$ cat config.mk
export PLATFORM = sky130hd
export DESIGN_NAME = rrf_rotating_file
export DESIGN_NICKNAME = d
export VERILOG_FILES = /design/src/rtl/rrf_pkg.sv /design/src/rtl/rrf_base_ctr.sv /design/src/rtl/rrf_map.sv /design/src/rtl/rrf_bank.sv /design/src/rtl/rrf_rotating_file.sv
export SDC_FILE = /design/constraint.sdc
export NUM_CORES = 2
export LEC_CHECK = 0
export BUFFER_PORTS_ARGS = -buffer_cell sky130_fd_sc_hd__buf_2
export CAP_MARGIN = 25
export CORE_MARGIN = 2
export CORE_UTILIZATION = 45
export DETAILED_ROUTE_END_ITERATION = 6
export REMOVE_ABC_BUFFERS = 1
export SYNTH_ARGS = -nofsm -noshare
export SYNTH_HDL_FRONTEND = slang
export SYNTH_SLANG_ARGS = --single-unit
$ cat constraint.sdc
create_clock -name clk -period 3.1 [get_ports clk]
set_input_delay 0.31 -clock clk [delete_from_list [all_inputs] [get_ports clk]]
set_output_delay 0.31 -clock clk [all_outputs]
set_load 0.02 [all_outputs]
$ cat src/rtl/rrf_pkg.sv
package rrf_pkg;

    // Action on the rotation base for one cycle
    typedef enum logic [1:0] {
        BASE_HOLD = 2'd0,
        BASE_STEP = 2'd1,
        BASE_ZERO = 2'd2
    } base_op_e;

    // Which part of a register space a logical number falls in
    typedef enum logic {
        ZONE_FIXED = 1'b0,
        ZONE_ROT   = 1'b1
    } zone_e;

    // Clear wins over the loop step
    function automatic base_op_e pick_base_op(input logic clr, input logic step);
        if (clr)       return BASE_ZERO;
        else if (step) return BASE_STEP;
        else           return BASE_HOLD;
    endfunction

endpackage

$ cat src/rtl/rrf_base_ctr.sv
module rrf_base_ctr
    import rrf_pkg::*;
#(
    parameter int NROT = 32,
    parameter int BW   = $clog2(NROT)
) (
    input  logic          clk,
    input  logic          rst,
    input  logic          clr,
    input  logic          step,
    output logic [BW-1:0] base
);

    base_op_e op;

    always_comb op = pick_base_op(clr, step);

    always_ff @(posedge clk) begin
        if (rst) begin
            base <= '0;
        end else begin
            case (op)
                BASE_ZERO: base <= '0;
                BASE_STEP: base <= base - BW'(1);
                default:   base <= base;
            endcase
        end
    end


    base_wrap_chk: assert property (@(posedge clk) disable iff (rst)
        (step && !clr) |=> (base == $past(base) - BW'(1)));


    base_clr_chk: assert property (@(posedge clk) disable iff (rst)
        clr |=> (base == '0));


    base_rst_chk: assert property (@(posedge clk)
        rst |=> (base == '0));

endmodule

$ cat src/rtl/rrf_map.sv
module rrf_map
    import rrf_pkg::*;
#(
    parameter int NENT = 64,
    parameter int NROT = 32,
    parameter int IW   = $clog2(NENT),
    parameter int RW   = $clog2(NROT)
) (
    input  logic [IW-1:0] log_idx,
    input  logic [RW-1:0] base,
    output logic [IW-1:0] phys
);

    localparam int NFIX = NENT - NROT;

    zone_e         zone;
    logic [RW-1:0] rot;

    always_comb begin
        zone = (int'(log_idx) >= NFIX) ? ZONE_ROT : ZONE_FIXED;
        rot  = RW'(log_idx - IW'(NFIX)) + base;
        phys = (zone == ZONE_ROT) ? (IW'(NFIX) + IW'(rot)) : log_idx;
    end


    always_comb begin
        if (zone == ZONE_ROT) begin
            rot_zone_chk: assert (int'(phys) >= NFIX);
        end
    end

endmodule

$ cat src/rtl/rrf_bank.sv
module rrf_bank #(
    parameter int NENT  = 64,
    parameter int W     = 32,
    parameter int NRD   = 2,
    parameter bit ZERO0 = 1'b1,
    parameter int IW    = $clog2(NENT)
) (
    input  logic                    clk,
    input  logic                    rst,
    input  logic                    we,
    input  logic [IW-1:0]           widx,
    input  logic [W-1:0]            wdata,
    input  logic [NRD-1:0][IW-1:0]  r_idx,
    output logic [NRD-1:0][W-1:0]   r_data
);

    logic [W-1:0] mem [NENT];
    logic         wr_ok;

    always_comb wr_ok = we && !(ZERO0 && (widx == '0));

    always_ff @(posedge clk) begin
        if (rst) begin
            for (int e = 0; e < NENT; e++) mem[e] <= '0;
        end else if (wr_ok) begin
            mem[widx] <= wdata;
        end
    end

    for (genvar g = 0; g < NRD; g++) begin : g_rd
        always_comb begin
            if (ZERO0 && (r_idx[g] == '0)) r_data[g] = '0;
            else                           r_data[g] = mem[r_idx[g]];
        end
    end

endmodule

$ cat src/rtl/rrf_rotating_file.sv
module rrf_rotating_file
    import rrf_pkg::*;
#(
    parameter int NREGS = 64,   // power of two
    parameter int NROT  = 32,   // power of two, below NREGS
    parameter int DW    = 32,
    parameter int NPRED = 16,   // power of two
    parameter int NPROT = 8     // power of two, at most NROT, below NPRED
) (
    input  logic                      clk,
    input  logic                      rst,
    input  logic                      rrb_clr,
    input  logic                      loop_br,
    input  logic [$clog2(NREGS)-1:0]  rd_a_idx,
    output logic [DW-1:0]             rd_a_data,
    input  logic [$clog2(NREGS)-1:0]  rd_b_idx,
    output logic [DW-1:0]             rd_b_data,
    input  logic                      wr_en,
    input  logic [$clog2(NREGS)-1:0]  wr_idx,
    input  logic [DW-1:0]             wr_data,
    input  logic                      pr_wr_en,
    input  logic [$clog2(NPRED)-1:0]  pr_wr_idx,
    input  logic                      pr_wr_val,
    input  logic [$clog2(NPRED)-1:0]  pr_rd_idx,
    output logic                      pr_rd_val
);

    localparam int IW  = $clog2(NREGS);
    localparam int PW  = $clog2(NPRED);
    localparam int BW  = $clog2(NROT);
    localparam int PRW = $clog2(NPROT);
    localparam int NDP = 3;   // data ports: read A, read B, write
    localparam int NPP = 2;   // predicate ports: read, write

    logic [BW-1:0] base;

    rrf_base_ctr #(.NROT(NROT), .BW(BW)) u_base (
        .clk  (clk),
        .rst  (rst),
        .clr  (rrb_clr),
        .step (loop_br),
        .base (base)
    );

    // Data address mapping, one mapper per port
    logic [NDP-1:0][IW-1:0] d_log;
    logic [NDP-1:0][IW-1:0] d_phys;

    always_comb d_log = {wr_idx, rd_b_idx, rd_a_idx};

    for (genvar g = 0; g < NDP; g++) begin : g_dmap
        rrf_map #(.NENT(NREGS), .NROT(NROT), .IW(IW), .RW(BW)) u_map (
            .log_idx (d_log[g]),
            .base    (base),
            .phys    (d_phys[g])
        );
    end

    // Predicate address mapping on the low bits of the same base
    logic [NPP-1:0][PW-1:0] p_log;
    logic [NPP-1:0][PW-1:0] p_phys;

    always_comb p_log = {pr_wr_idx, pr_rd_idx};

    for (genvar g = 0; g < NPP; g++) begin : g_pmap
        rrf_map #(.NENT(NPRED), .NROT(NPROT), .IW(PW), .RW(PRW)) u_map (
            .log_idx (p_log[g]),
            .base    (base[PRW-1:0]),
            .phys    (p_phys[g])
        );
    end

    // Storage
    logic [1:0][DW-1:0] d_rdata;
    logic [0:0][0:0]    p_rdata;

    rrf_bank #(.NENT(NREGS), .W(DW), .NRD(2), .ZERO0(1'b1), .IW(IW)) u_dbank (
        .clk    (clk),
        .rst    (rst),
        .we     (wr_en),
        .widx   (d_phys[2]),
        .wdata  (wr_data),
        .r_idx  (d_phys[1:0]),
        .r_data (d_rdata)
    );

    rrf_bank #(.NENT(NPRED), .W(1), .NRD(1), .ZERO0(1'b0), .IW(PW)) u_pbank (
        .clk    (clk),
        .rst    (rst),
        .we     (pr_wr_en),
        .widx   (p_phys[1]),
        .wdata  (pr_wr_val),
        .r_idx  (p_phys[0:0]),
        .r_data (p_rdata)
    );

    always_comb begin
        rd_a_data = d_rdata[0];
        rd_b_data = d_rdata[1];
        pr_rd_val = p_rdata[0][0];
    end


    zero_rd_chk: assert property (@(posedge clk) disable iff (rst)
        (rd_a_idx == '0) |-> (rd_a_data == '0));


    hold_rd_chk: assert property (@(posedge clk) disable iff (rst)
        (!wr_en && !loop_br && !rrb_clr) |=> ($stable(rd_a_idx) |-> $stable(rd_a_data)));

endmodule

---- After elaboration in Yosys (flattened, before gate mapping) ----
Memory sizes are Yosys's and may differ from the RTL's.
Cells that the tools add are included.
operators by class
  add/sub/neg operators ................... 16
  magnitude comparators ................... 5
  equal/unequal tests ..................... 2
  mux-type cells .......................... 29
  reductions and logical operators ........ 8
operators by type and width
  cell                                                                count
  32-bit two-way mux                                                  3
  32-bit OR reduction                                                 1
  6-bit two-way mux                                                   4
  5-bit by 1-bit subtractor with 5-bit output, second input constant  4
  6-bit by 5-bit adder with 6-bit output, first input constant        3
  6-bit >= comparator, second input constant                          3
  6-bit logical NOT                                                   3
  1-bit two-way mux                                                   17
  5-bit adder                                                         3
  4-bit two-way mux                                                   3
  5-bit case mux with 2 select lines                                  1
  4-bit by 3-bit adder with 4-bit output, first input constant        2
  4-bit >= comparator, second input constant                          2
  3-bit adder                                                         2
  3-bit by 1-bit subtractor with 3-bit output, second input constant  2
  2-bit by 1-bit == test with 1-bit output, second input constant     1
  2-bit == test, second input constant                                1
  2-bit two-way mux                                                   1
  2-bit nonzero test                                                  1
  1-bit logical AND                                                   1
  1-bit logical NOT                                                   1
  1-bit OR reduction                                                  1
storage, ports and cells
  register bits after elaboration ......... 5
  RAM bits ................................ 2064
  input port bits ......................... 65
  memories ................................ 2
memory list
  memory       depth  width  rd ports  clocked after memory_dff  write ports  RTL line        text
  u_dbank.mem  64     32     2         0                         64           rrf_bank.sv:17  logic [W-1:0] mem [NENT];
  u_pbank.mem  16     1      1         0                         16           rrf_bank.sv:17

---- Depth between registers and ports, before layout ----
  word-level depth ........................ 12
  depth in mapped cells ................... 13
  gate-level depth less buffers ........... 10

---- Modules after synthesis ----
Synthesis repeated with hierarchy kept, for this count alone.
second synthesis, totals
  cells, all modules ...................... 7379
  area, all modules ....................... 110552.3 µm²
by module, submodules not included
  module                         times used  cells an instance  area each (µm²)  seq. area each (µm²)
  rrf_bank (u_dbank)             1           7163               108439.0         61499.0
  rrf_bank (u_pbank)             1           75                 913.4            480.5
  rrf_map (g_dmap[0].u_map ...)  3           31                 255.2            0.0
  rrf_base_ctr                   1           24                 256.5            100.1
  rrf_map (g_pmap[0].u_map ...)  2           12                 88.8             0.0

---- Worst setup path after synthesis ----
OpenSTA, ideal clock, no wires.
  kind .................................... reg2out
  from .................................... register u_base.base[0]
  to ...................................... output rd_a_data[3]
  arrival time ............................ 2.756 ns
  required time ........................... 2.790 ns
  setup slack ............................. 0.034 ns
  cell stages (with the launch flop) ...... 11
  cell sequence ........................... dfxtp_1 -> ha_1 -> fa_1 -> a21o_1 -> mux2_2 -> a211oi_2 -> nor2_1 -> buf_2 -> a31oi_1 -> nand3_1 -> o211ai_1
on the way
  word-level cells in the longest chain between the ends .. 5
ends and longest elaborated chain
  item                                                     RTL line                 text
  from (decl)                                              rrf_base_ctr.sv:11       output logic [BW-1:0] base
  from (signal assigned)                                   rrf_base_ctr.sv:24       BASE_STEP: base <= base - BW'(1);
  from (signal assigned)                                   rrf_base_ctr.sv:25       default: base <= base;
  5-bit adder *                                            rrf_map.sv:21            rot = RW'(log_idx - IW'(NFIX)) + base;
  6-bit by 5-bit adder with 6-bit output *                 rrf_map.sv:22            phys = (zone == ZONE_ROT) ? (IW'(NFIX) + IW'(rot)) : log_idx;
  6-bit two-way mux *                                      rrf_map.sv:22
  memory 64 x 32 bit or 6-bit logical NOT (tied branches)  --
  32-bit two-way mux *                                     rrf_bank.sv:32           if (ZERO0 && (r_idx[g] == '0)) r_data[g] = '0;
  to (decl)                                                rrf_rotating_file.sv:15  output logic [DW-1:0] rd_a_data,
Mark *: on every way between the ends. The rest lies on a longest branch, timed or not.

---- Worst setup path after layout ----
  from .................................... register u_base.base[0]
  to ...................................... output rd_a_data[9]
The elaborated chain is that of the path after synthesis.

==> results <==
- The run finished, with violations left.
- The final reports fail on DRC, setup timing.
- The library cell used most frequently in the layout, excluding fill and tap cells, is nand2_1.
- In the post-route analysis, the smallest setup slack over all paths is -1860 ps.
- The power per standard cell area is 559 nW/um^2.
- The worst slack after detailed placement is -1610 ps.
- The unique cell type count in the Yosys netlist is 64.
- For this run, design rule violations remaining after detail routing come to 3.
- The wire length per cell after detailed routing is 32.6 microns.
- The number of instances in the synthesized netlist is 11.3k.
- The number of buffers inserted by port buffering is 129.
- The number of clock buffers added by TritonCTS is 228.
- The number of antenna violations at the first check in global routing is 45.
- For this run, the total global-route usage over all layers was measured as 38.5%.
- The count of synthesis-stage warnings from yosys is 0.
- Once the floorplan was initialized, standard cells occupied 45.3% of the core.
- The global-route wire length before repair is 710000 microns.
- The half-perimeter wire length after detailed placement is 332000 microns.
- For this block, the via count after detailed routing is 101k.
- The die covers 260000 sq um.
- The root buffer cell chosen for the clock tree is clkbuf_16.
- The startpoint-to-endpoint class of the critical path is reg -> out.
- The startpoint type of the worst setup path is a flop.
- For the finished layout, the period the worst path requires is 4960 ps.
- The count of pins over their slew limit is 0.
- The number of iterations in the first detailed-routing pass is 7.
- By area the synthesized netlist is led by edfxtp_1 (54%), and2_1 (11%), nand2_1 (9.9%).
- The placed instances occupy a cell area of 131000 sq um.
- The highest net fanout along the worst path is 4.
- The worst endpoint data arrival time is 4650 ps.
- The max-capacitance violation count is 0.
- The final estimated routing congestion in global placement is 1.02.
- After floorplanning, the core was divided into 185 placement rows.
- In this run the count of I/O pins placed on the die edge is 130.
- The via count normalized by instance count is 6.40.
- The number of global-route vias before repair came to 95.3k.
- The final design area excluding fillers is 144000 sq um.
- Entering global routing, the biggest net connects 86 pins.
- The DRC violation total after the first TritonRoute iteration is 17.0k.
- The clock arrives with 23.4 ps of skew.
- The leakage power of the design is 56.0 nW.
- The maximum count of clock buffers along a single path is 3.
- The final period utilization is 160%.
- The cell type contributing the most total cell area after synthesis is edfxtp_1.
- The worst-case IR drop observed on VDD is 0.000688 V.
- The max-slew headroom at the worst pin is 25.5%.
- The later-pin clock latency in the skew report is 930 ps.
- The number of nets at the end of the flow is 12.3k.
- The fraction of layout instances using a drive strength above 1 is 23.1%.
- The maximum achievable frequency is 202 MHz.
- Setup violations remaining at the end of the flow were counted as 3458.
- At the worst endpoint, the required time is 2790 ps.
- The count of nets left with antenna violations once routing finished came out at 0.
- Setup repair after global routing could not meet its margin everywhere.
- The remaining global-route overflow is 0.
- At the pin with the least slew margin, the transition time is 1120 ps.
- Counting flops with an async set or reset pin after synthesis yields a share of 0%.
- The floorplan step set the die width to 510 microns.
- After synthesis the netlist holds a flip-flop and latch count of 2069.
- The top cell types in the final layout, fill and taps aside, are nand2_1 (3021), edfxtp_1 (2064), and2_1 (2017).
- The synthesized design devotes to its leading area cell type 53.8% of total area.
- The class of the tightest hold or removal check is in -> reg.
- The count of flip-flops with a built-in enable after synthesis is 2064.
- The element type at the critical path end is an output pin.
- The routed wire length is 513000 microns.
- The sequential area share after synthesis is 53.9%.
- TritonCTS built the clock tree.
- The most used flip-flop cell after synthesis is edfxtp_1.
- The area added between synthesis and finish is 25.5%.
- The mapped netlist covers 115000 sq um.
- The number of levels the H-tree was split into is 4.
- The tree built by TritonCTS fans out to 2069 sinks.
- The number of endpoints with negative hold slack in the final report is 0.
- After clock tree synthesis, the clock-pin slew on the worst setup and hold paths is 60 ps.
- The placeable core region is 254000 sq um.
- In this run the mean area of a mapped cell was 10.2 sq um.
- The die is 510 microns tall.
through the flow:
stage | power [mW] | instances | hold slack (ps) | TNS (ps) | util, %
6_report | 80.8 | 15800 | 47.6 | -739890 | 56.8
5_1_grt | 82.4 | 15700 | 30.9 | -1100750 | 56.8
4_1_cts | 79.6 | 15700 | 1.35 | -482510 | 56.1
3_5_place_dp | 49.9 | 15100 | 556 | -511150 | 51.4
3_3_place_gp | 49.7 | 15100 | 543 | -426660 | 51.4
2_1_floorplan | 42.1 | 10300 | 387 | -1467240 | -
cell families after synthesis:
logic type      share of synthesized area [%]
other cells                           0.00326
mux                                      7.65
buf+inv                                  4.12
compound gates                           3.52
fa+ha+maj                               0.250
flops                                    53.9
xor+xnor                                0.152
simple gates                             30.4
area by class of cell:
type	instances	area, sq um
multi-input cells	8195	51200
clock buffers	276	5970
diodes	20	50.0
inverters	9	33.8
clock inverters	152	1730
well taps	3366	4210
repair buffers	1665	19100
fillers	21000	110000
flip-flops and latches	2069	62100
state kept, by name, summed over array words and instances (netlist names):
signal       count
u_dbank.mem   2048
u_pbank.mem     16
u_base.base      5
layer usage:
layer  vias to the layer above  global-route usage [%]  wire, microns
li1                      41500                       -              -
met1                     49600                    50.1         183000
met2                      8066                    56.2         220000
met3                      1644                    10.5          70200
met4                        22                    25.7          40100
met5                         -                       0            153
final timing paths:
path             startpoint                  to  slack, ps  cells past startpoint
max          u_base.base[0]        rd_a_data[9]      -1860                     15
min              wr_data[4]   u_dbank.mem[7][4]         50                      2
max reg2reg  u_base.base[0]  u_dbank.mem[51][8]       -520                     12
min reg2reg  u_base.base[3]      u_base.base[3]        790                      3
timing repair:
action,in CTS,in global routing
hold buffers,14,0
buffers inserted,109,59
endpoints found under the setup margin,2897,3944
pin swaps,144,110
endpoints found under the hold margin,83,0
gates cloned,30,13
resized for setup,526,230
worst max-delay path: stages (launching register included):
cell      delay [ps]
dfxtp_4          360
ha_4             160
fa_2             370
a21o_1           240
mux2_4           320
a211oi_4         230
buf_6            170
nor2_4            40
buf_12           140
buf_6            110
a31oi_1          150
buf_4            160
nand3_4          100
o211ai_1         800
buf_4            240
buf_6            110
power breakdown:
part | switching, mW | internal [mW]
Combinational | 12.0 | 7.79
Sequential | 0.611 | 31.8
Clock | 12.2 | 16.4
cells in the mapped netlist, types with 7 or more instances:
| master | number |
|---|---|
| ha_1 | 15 |
| nor2_1 | 97 |
| a311oi_1 | 113 |
| buf_2 | 356 |
| nor3_1 | 9 |
| and3_1 | 217 |
| nand2_1 | 3037 |
| nand3_1 | 1685 |
| a21o_1 | 23 |
| a31oi_1 | 157 |
| a21oi_1 | 18 |
| o22ai_1 | 53 |
| buf_1 | 95 |
| clkbuf_1 | 612 |
| edfxtp_1 | 2064 |
| mux4_2 | 381 |
| nand3b_1 | 11 |
| o311ai_0 | 49 |
| mux2i_1 | 7 |
| xnor2_1 | 11 |
| buf_4 | 16 |
| or2_2 | 64 |
| o211ai_1 | 105 |
| buf_6 | 13 |
| inv_1 | 8 |
| and2_1 | 2019 |
| nand4_1 | 13 |
| xor2_1 | 9 |
No activity file was read; power rests on OpenSTA's default activity.
